**config.mk**
```make
export PLATFORM = sky130hd
export DESIGN_NAME = relay_ser_ctrl
export DESIGN_NICKNAME = d
export VERILOG_FILES = /design/src/rtl/relay_pkg.sv /design/src/rtl/relay_sync.sv /design/src/rtl/relay_edge.sv /design/src/rtl/relay_shift.sv /design/src/rtl/relay_outreg.sv /design/src/rtl/relay_ser_ctrl.sv
export SDC_FILE = /design/constraint.sdc
export NUM_CORES = 1
export LEC_CHECK = 0
export BUFFER_PORTS_ARGS = -buffer_cell sky130_fd_sc_hd__buf_4
export CORE_ASPECT_RATIO = 1.2
export CORE_MARGIN = 2
export CORE_UTILIZATION = 44
export CTS_BUF_LIST = sky130_fd_sc_hd__clkbuf_4
export DETAILED_ROUTE_END_ITERATION = 8
export GPL_ROUTABILITY_DRIVEN = 0
export PLACE_DENSITY = 0.64
export SKIP_CTS_REPAIR_TIMING = 1
export SYNTH_ARGS = -nofsm -noshare
export SYNTH_HDL_FRONTEND = slang
export SYNTH_HIERARCHICAL = 1
export SYNTH_SLANG_ARGS = --single-unit
```
**constraint.sdc**
```tcl
create_clock -name clk_i -period 3.8 [get_ports clk_i]
set_input_delay 0.57 -clock clk_i [delete_from_list [all_inputs] [get_ports clk_i]]
set_output_delay 0.57 -clock clk_i [all_outputs]
set_load 0.005 [all_outputs]
```
**src/rtl/relay_pkg.sv**
```systemverilog
package relay_pkg;
  typedef struct packed {
    logic sclk;
    logic cs_n;
    logic din;
    logic set_n;
    logic clr_n;
  } pin_vec_t;

  localparam int PIN_W = $bits(pin_vec_t);
  localparam pin_vec_t PIN_IDLE = '{sclk: 1'b0, cs_n: 1'b1, din: 1'b0, set_n: 1'b1, clr_n: 1'b1};
endpackage

```
**src/rtl/relay_sync.sv**
```systemverilog
module relay_sync #(
  parameter int W = 1,
  parameter int STAGES = 2,
  parameter logic [W-1:0] RST_VAL = '0
) (
  input  logic         clk_i,
  input  logic         rst_ni,
  input  logic [W-1:0] d_i,
  output logic [W-1:0] q_o
);
  logic [W-1:0] stg_q [STAGES];

  for (genvar g = 0; g < STAGES; g++) begin : g_stage
    if (g == 0) begin : g_first
      always_ff @(posedge clk_i or negedge rst_ni) begin
        if (!rst_ni) stg_q[g] <= RST_VAL;
        else         stg_q[g] <= d_i;
      end
    end else begin : g_next
      always_ff @(posedge clk_i or negedge rst_ni) begin
        if (!rst_ni) stg_q[g] <= RST_VAL;
        else         stg_q[g] <= stg_q[g-1];
      end
    end
  end

  assign q_o = stg_q[STAGES-1];
endmodule

```
**src/rtl/relay_edge.sv**
```systemverilog
module relay_edge (
  input  logic clk_i,
  input  logic rst_ni,
  input  logic sclk_i,
  input  logic cs_ni,
  output logic sclk_rise_o,
  output logic sclk_fall_o,
  output logic cs_rise_o
);
  logic sclk_d, cs_d;

  always_ff @(posedge clk_i or negedge rst_ni) begin
    if (!rst_ni) begin
      sclk_d <= 1'b0;
      cs_d   <= 1'b1;
    end else begin
      sclk_d <= sclk_i;
      cs_d   <= cs_ni;
    end
  end

  assign sclk_rise_o = sclk_i & ~sclk_d;
  assign sclk_fall_o = ~sclk_i & sclk_d;
  assign cs_rise_o   = cs_ni & ~cs_d;
endmodule

```
**src/rtl/relay_shift.sv**
```systemverilog
module relay_shift #(
  parameter int N = 8
) (
  input  logic         clk_i,
  input  logic         rst_ni,
  input  logic         sclk_rise_i,
  input  logic         sclk_fall_i,
  input  logic         cs_ni,
  input  logic         din_i,
  output logic [N-1:0] shift_q_o,
  output logic         shift_en_o,
  output logic         dout_o
);
  logic [N-1:0] sr_q;
  logic         dout_q;

  assign shift_en_o = sclk_rise_i & ~cs_ni;

  // MSB first: first bit ends in the top stage
  always_ff @(posedge clk_i or negedge rst_ni) begin
    if (!rst_ni)         sr_q <= '0;
    else if (shift_en_o) sr_q <= {sr_q[N-2:0], din_i};
  end

  // falling-edge launch gives hold to the next device
  always_ff @(posedge clk_i or negedge rst_ni) begin
    if (!rst_ni)          dout_q <= 1'b0;
    else if (sclk_fall_i) dout_q <= sr_q[N-1];
  end

  assign shift_q_o = sr_q;
  assign dout_o    = dout_q;
endmodule

```
**src/rtl/relay_outreg.sv**
```systemverilog
module relay_outreg #(
  parameter int N = 8
) (
  input  logic         clk_i,
  input  logic         rst_ni,
  input  logic         load_i,
  input  logic [N-1:0] word_i,
  input  logic         set_s_i,
  input  logic         clr_s_i,
  input  logic         set_ni,
  input  logic         clr_ni,
  output logic [N-1:0] latch_q_o,
  output logic [N-1:0] out_o
);
  logic [N-1:0] lat_q;

  // priority: clear > set > latch strobe
  always_ff @(posedge clk_i or negedge rst_ni) begin
    if (!rst_ni)       lat_q <= '0;
    else if (!clr_s_i) lat_q <= '0;
    else if (!set_s_i) lat_q <= '1;
    else if (load_i)   lat_q <= word_i;
  end

  // raw pins give the clock-free override at the outputs
  always_comb begin
    if (!clr_ni)      out_o = '0;
    else if (!set_ni) out_o = '1;
    else              out_o = lat_q;
  end

  assign latch_q_o = lat_q;
endmodule

```
**src/rtl/relay_ser_ctrl.sv**
```systemverilog
module relay_ser_ctrl #(
  parameter int N_OUT = 8,
  parameter int SYNC_STAGES = 2
) (
  input  logic             clk_i,
  input  logic             rst_ni,
  input  logic             cs_ni,
  input  logic             sclk_i,
  input  logic             din_i,
  input  logic             set_ni,
  input  logic             clr_ni,
  output logic             dout_o,
  output logic [N_OUT-1:0] relay_o
);
  import relay_pkg::*;

  pin_vec_t   pin_raw, pin_s;
  logic       sclk_rise, sclk_fall, load, shift_en;
  logic [N_OUT-1:0] shift_q, latch_q;

  assign pin_raw = '{sclk: sclk_i, cs_n: cs_ni, din: din_i, set_n: set_ni, clr_n: clr_ni};

  relay_sync #(.W(PIN_W), .STAGES(SYNC_STAGES), .RST_VAL(PIN_IDLE)) u_sync (
    .clk_i (clk_i), .rst_ni (rst_ni), .d_i (pin_raw), .q_o (pin_s)
  );

  relay_edge u_edge (
    .clk_i (clk_i), .rst_ni (rst_ni), .sclk_i (pin_s.sclk), .cs_ni (pin_s.cs_n),
    .sclk_rise_o (sclk_rise), .sclk_fall_o (sclk_fall), .cs_rise_o (load)
  );

  relay_shift #(.N(N_OUT)) u_shift (
    .clk_i (clk_i), .rst_ni (rst_ni), .sclk_rise_i (sclk_rise), .sclk_fall_i (sclk_fall),
    .cs_ni (pin_s.cs_n), .din_i (pin_s.din), .shift_q_o (shift_q),
    .shift_en_o (shift_en), .dout_o (dout_o)
  );

  relay_outreg #(.N(N_OUT)) u_out (
    .clk_i (clk_i), .rst_ni (rst_ni), .load_i (load), .word_i (shift_q),
    .set_s_i (pin_s.set_n), .clr_s_i (pin_s.clr_n), .set_ni (set_ni), .clr_ni (clr_ni),
    .latch_q_o (latch_q), .out_o (relay_o)
  );
endmodule

```
; ---- After elaboration in Yosys (flattened, before gate mapping)
; Cells that the tools add are included.
[totals]
regBits = 29
output_inout_bits = 9
wordCells = 21
[classes]
n_eq_ne = 1
muxes = 5
n_bitwise = 8
[op_table]
columns = op, count
row1 = $mux 8, 5
row2 = $and 1x1->1, 4
row3 = $not 1->1, 4
row4 = $ne 3x3->1 const B, 1

; ---- Logic depth before layout (Yosys ltp)
[logic_depth]
ltp_word = 5
depth_mapped = 5
depth_no_buf = 3

; ---- By module
; The synthesis kept the hierarchy.
[by_module_without_submodules]
columns = module, n_inst, cells_per_inst, area_per_inst_um2, seq_area_each_um2
row1 = relay_outreg, 1, 41, 441.7, 200.2
row2 = relay_shift, 1, 20, 390.4, 225.2
row3 = relay_sync, 1, 15, 295.3, 257.7
row4 = relay_edge, 1, 5, 72.6, 51.3

; ---- Worst setup path before layout
; Ideal clock, no wire load.
[synth_path]
path_kind = input to output
from = input clr_ni
to = output relay_o[0]
t_arrival_ps = 765
required_ps = 3230
path_slack_ps = 2465
path_stages = 1
n_path_buf = 0
cell_sequence = a21boi_0
[synth_via]
elab_chain_cells = 1
[synth_lines]
columns = item, line
row1 = "start, declared", relay_ser_ctrl.sv:11  ; input logic clr_ni,
row2 = $mux 8, relay_outreg.sv:27  ; if (!clr_ni) out_o = '0;
row3 = "end, declared", relay_ser_ctrl.sv:13  ; output logic [N_OUT-1:0] relay_o
; No other way between the ends.

; ---- Final worst setup path
[layout_path]
from = register u_sync.stg_q, in the netlist u_sync/q_o[3]
to = register u_out.lat_q[1], in the netlist u_out/latch_q_o[1]
[layout_via]
elab_chain_cells = 2
[layout_lines]
columns = item, line
row1 = "start, declared", relay_sync.sv:11  ; logic [W-1:0] stg_q [STAGES];
row2 = "start signal, assigned by index", relay_sync.sv:22  ; else stg_q[g] <= stg_q[g-1];
row3 = $and 1x1->1, relay_edge.sv:24  ; assign cs_rise_o = cs_ni & ~cs_d;
row4 = named net load, relay_ser_ctrl.sv:18  ; logic sclk_rise, sclk_fall, load, shift_en;
row5 = $ne 3x3->1 (no line), -
row6 = "end signal, assigned", relay_outreg.sv:22  ; else if (load_i) lat_q <= word_i;
row7 = "end, declared", relay_outreg.sv:15  ; logic [N-1:0] lat_q;
; The timed path passes the listed nets, and every way through them passes these cells.
; A chain may end at the register's enable or synchronous reset.

==> flow_summary.toml <==
[worst_setup_path]
worst_ep_required_time_ns = 3.99
r2r_slack_ns = 2.02
cp-end-kind = "register"
critPathMaxFanout = 8
r2r_cells = 3
worstPathArrival_ns = 1.97
critPathKind = "register to register"
start_kind = "register"

[outcome]
status = "complete, no violations"

[sta]
drv_slew = 0
hold_violations = 0
fin_worst_skew_ns = 0.005973
rsz0062_at_grt = "false"
final.setup.tns_ns = 0
setup_viol = 0
max_freq_mhz = 561.2
worst_slew_pin_slew_ns = 0.8984
post-route-period-util = 0.4689
min_period_ns = 1.782
slew_headroom = 0.3998

[yosys]
syn_area_um2 = 1200
synth_area_leaders = "dfrtp_1 (46%), dfstp_2 (15%), mux2_4 (10%)"
netlist.area_leader.share = 0.4588
synth_ff_type = "dfrtp_1"
synth_most_common_cell = "dfrtp_1"
yosysSeqAreaShare = 0.6121
syn_nets = 88
syn_avg_cell_area_um2 = 14.81
synth-async-reset-ratio = 1.000
netlist_instances = 81
yosys_warnings = 6
synth_seq_cells = 29
synth_cell_types = 14
synth_top_area_cell = "dfrtp_1"
synth_edf_count = 0

[die]
placementRows = 20
io_pins = 16
die_x_um = 51.67
die-area_um2 = 3162
core_area_um2 = 2552
fp.dieH_um = 61.21
initial_utilization = 0.4701

[clocking]
clk_path_buf_depth = 2
cts-htree-levels = 2
clk_pin_slew_ns = 0.08
cts_made_buffers = 5
cts_tree = "yes"
clock_latency_ns = 0.31
cts_sinks = 29
root_buffer = "clkbuf_4"

[power_and_ir_drop]
p_per_area_nw_per_um2 = 514.7
ir_drop_mv = 0.2481
p_leak_nw = 0.6254

[grt]
antenna_found_initial = 0
overflow = 0
grt_start_max_net_pins = 30
grt_pass1_vias = 646
track_usage = 0.1457
grt_first_pass_wirelength_um = 3118

[routing]
drc = 0
wl_per_cell_um = 13.84
ant_nets = 0
dr.pass1.iters = 4
routed_wl_um = 1799
num_vias = 603
drtIter0Drc = 10
avgViaCountPerCell = 4.638

[placed_design]
port_buffers = 15
place_hpwl_um = 1144

[layout]
area_growth_pct = 11.26
num_antenna_cells = 0
final_nets = 103
drive_gt1_frac = 0.4021
finish.utilization = 0.5230

[flow_run]
drv_cap = 0

[min_path]
min_path_type = "primary input to async pin"
## routing by layer
| metal | wire (µm) | global-route usage |
|---|---|---|
| met3 | 84 | 0.06553 |
| met2 | 835 | 0.2070 |
| met4 | 25 | 0.06767 |
| met1 | 854 | 0.1923 |
| met5 | 0 | 0 |
## kinds of logic after synthesis
family,after synthesis,synth area share
buffers and inverters,15,0.08238
AND/OR/NAND/NOR,4,0.02919
flip-flops,29,0.6121
AO/OA/AOI/OAI,16,0.1001
multiplexers,17,0.1762
## state kept, by name, indices dropped and copies added, names as in the netlist
name	flops
u_sync/stg_q	5
u_shift/shift_q_o	8
u_out/latch_q_o	8
u_shift/dout_o	1
u_edge/cs_d	1
u_edge/sclk_d	1
u_sync/q_o	5
## cell usage in the layout, fill, tap and decap left out
cell type  count
nor2b_1        2
clkbuf_4       5
buf_4         15
clkinv_2       1
mux2_2         1
mux2i_1        8
clkinv_1       2
mux2_4         8
dfrtp_1       22
and2b_2        1
nor2b_4        1
dfstp_2        7
a21boi_1       8
inv_1          8
a21boi_0       8
## area by class of cell
class | count | area, µm²
clock inverters | 3 | 12.51
repair buffers | 15 | 112.6
fillers | 238 | 1217
clock buffers | 5 | 37.54
flip-flops and latches | 29 | 734.5
multi-input cells | 37 | 366.6
inverters | 8 | 30.03
well taps | 33 | 41.29
## final timing paths
| path | end | start |
|---|---|---|
| max | u_out/latch_q_o[1]$_DFFE_PN0P_ | u_sync/q_o[3]$_DFF_PN1_ |
| min | u_sync/stg_q[9]$_DFF_PN0_ | rst_ni |
| max reg2reg | u_out/latch_q_o[1]$_DFFE_PN0P_ | u_sync/q_o[3]$_DFF_PN1_ |
| min reg2reg | u_sync/q_o[4]$_DFF_PN0_ | u_sync/stg_q[9]$_DFF_PN0_ |
| max in group asynchronous | u_edge/cs_d$_DFF_PN1_ | rst_ni |
| min in group clk_i | u_sync/q_o[4]$_DFF_PN0_ | u_sync/stg_q[9]$_DFF_PN0_ |
## through the flow
stage	cells	cell area, µm²	hold WS [ns]	total power [mW]	setup WS, ns
floorplan	81	1200	0.2744	0.4877	2.465
global placement	122	1285	0.3315	0.5261	2.089
detailed placement	122	1285	0.3402	0.5276	2.041
CTS	130	1335	0.1558	0.7004	1.987
global route	130	1335	0.1545	0.7334	1.830
finish	130	1335	0.1649	0.6872	2.018
## power breakdown
part           total (mW)  switching [mW]  leakage (nW)  internal [mW]
clock               0.165          0.0980        0.0300         0.0667
combinational       0.117          0.0362         0.250         0.0808
sequential          0.405          0.0410         0.345          0.364
## worst max-delay path, stage by stage, from the launching register on
cell and delay (ns):
dfstp_2 0.57, nor2b_1 0.73, mux2i_1 0.27, a21boi_1 0.09
(Power assumes the default switching activity.)
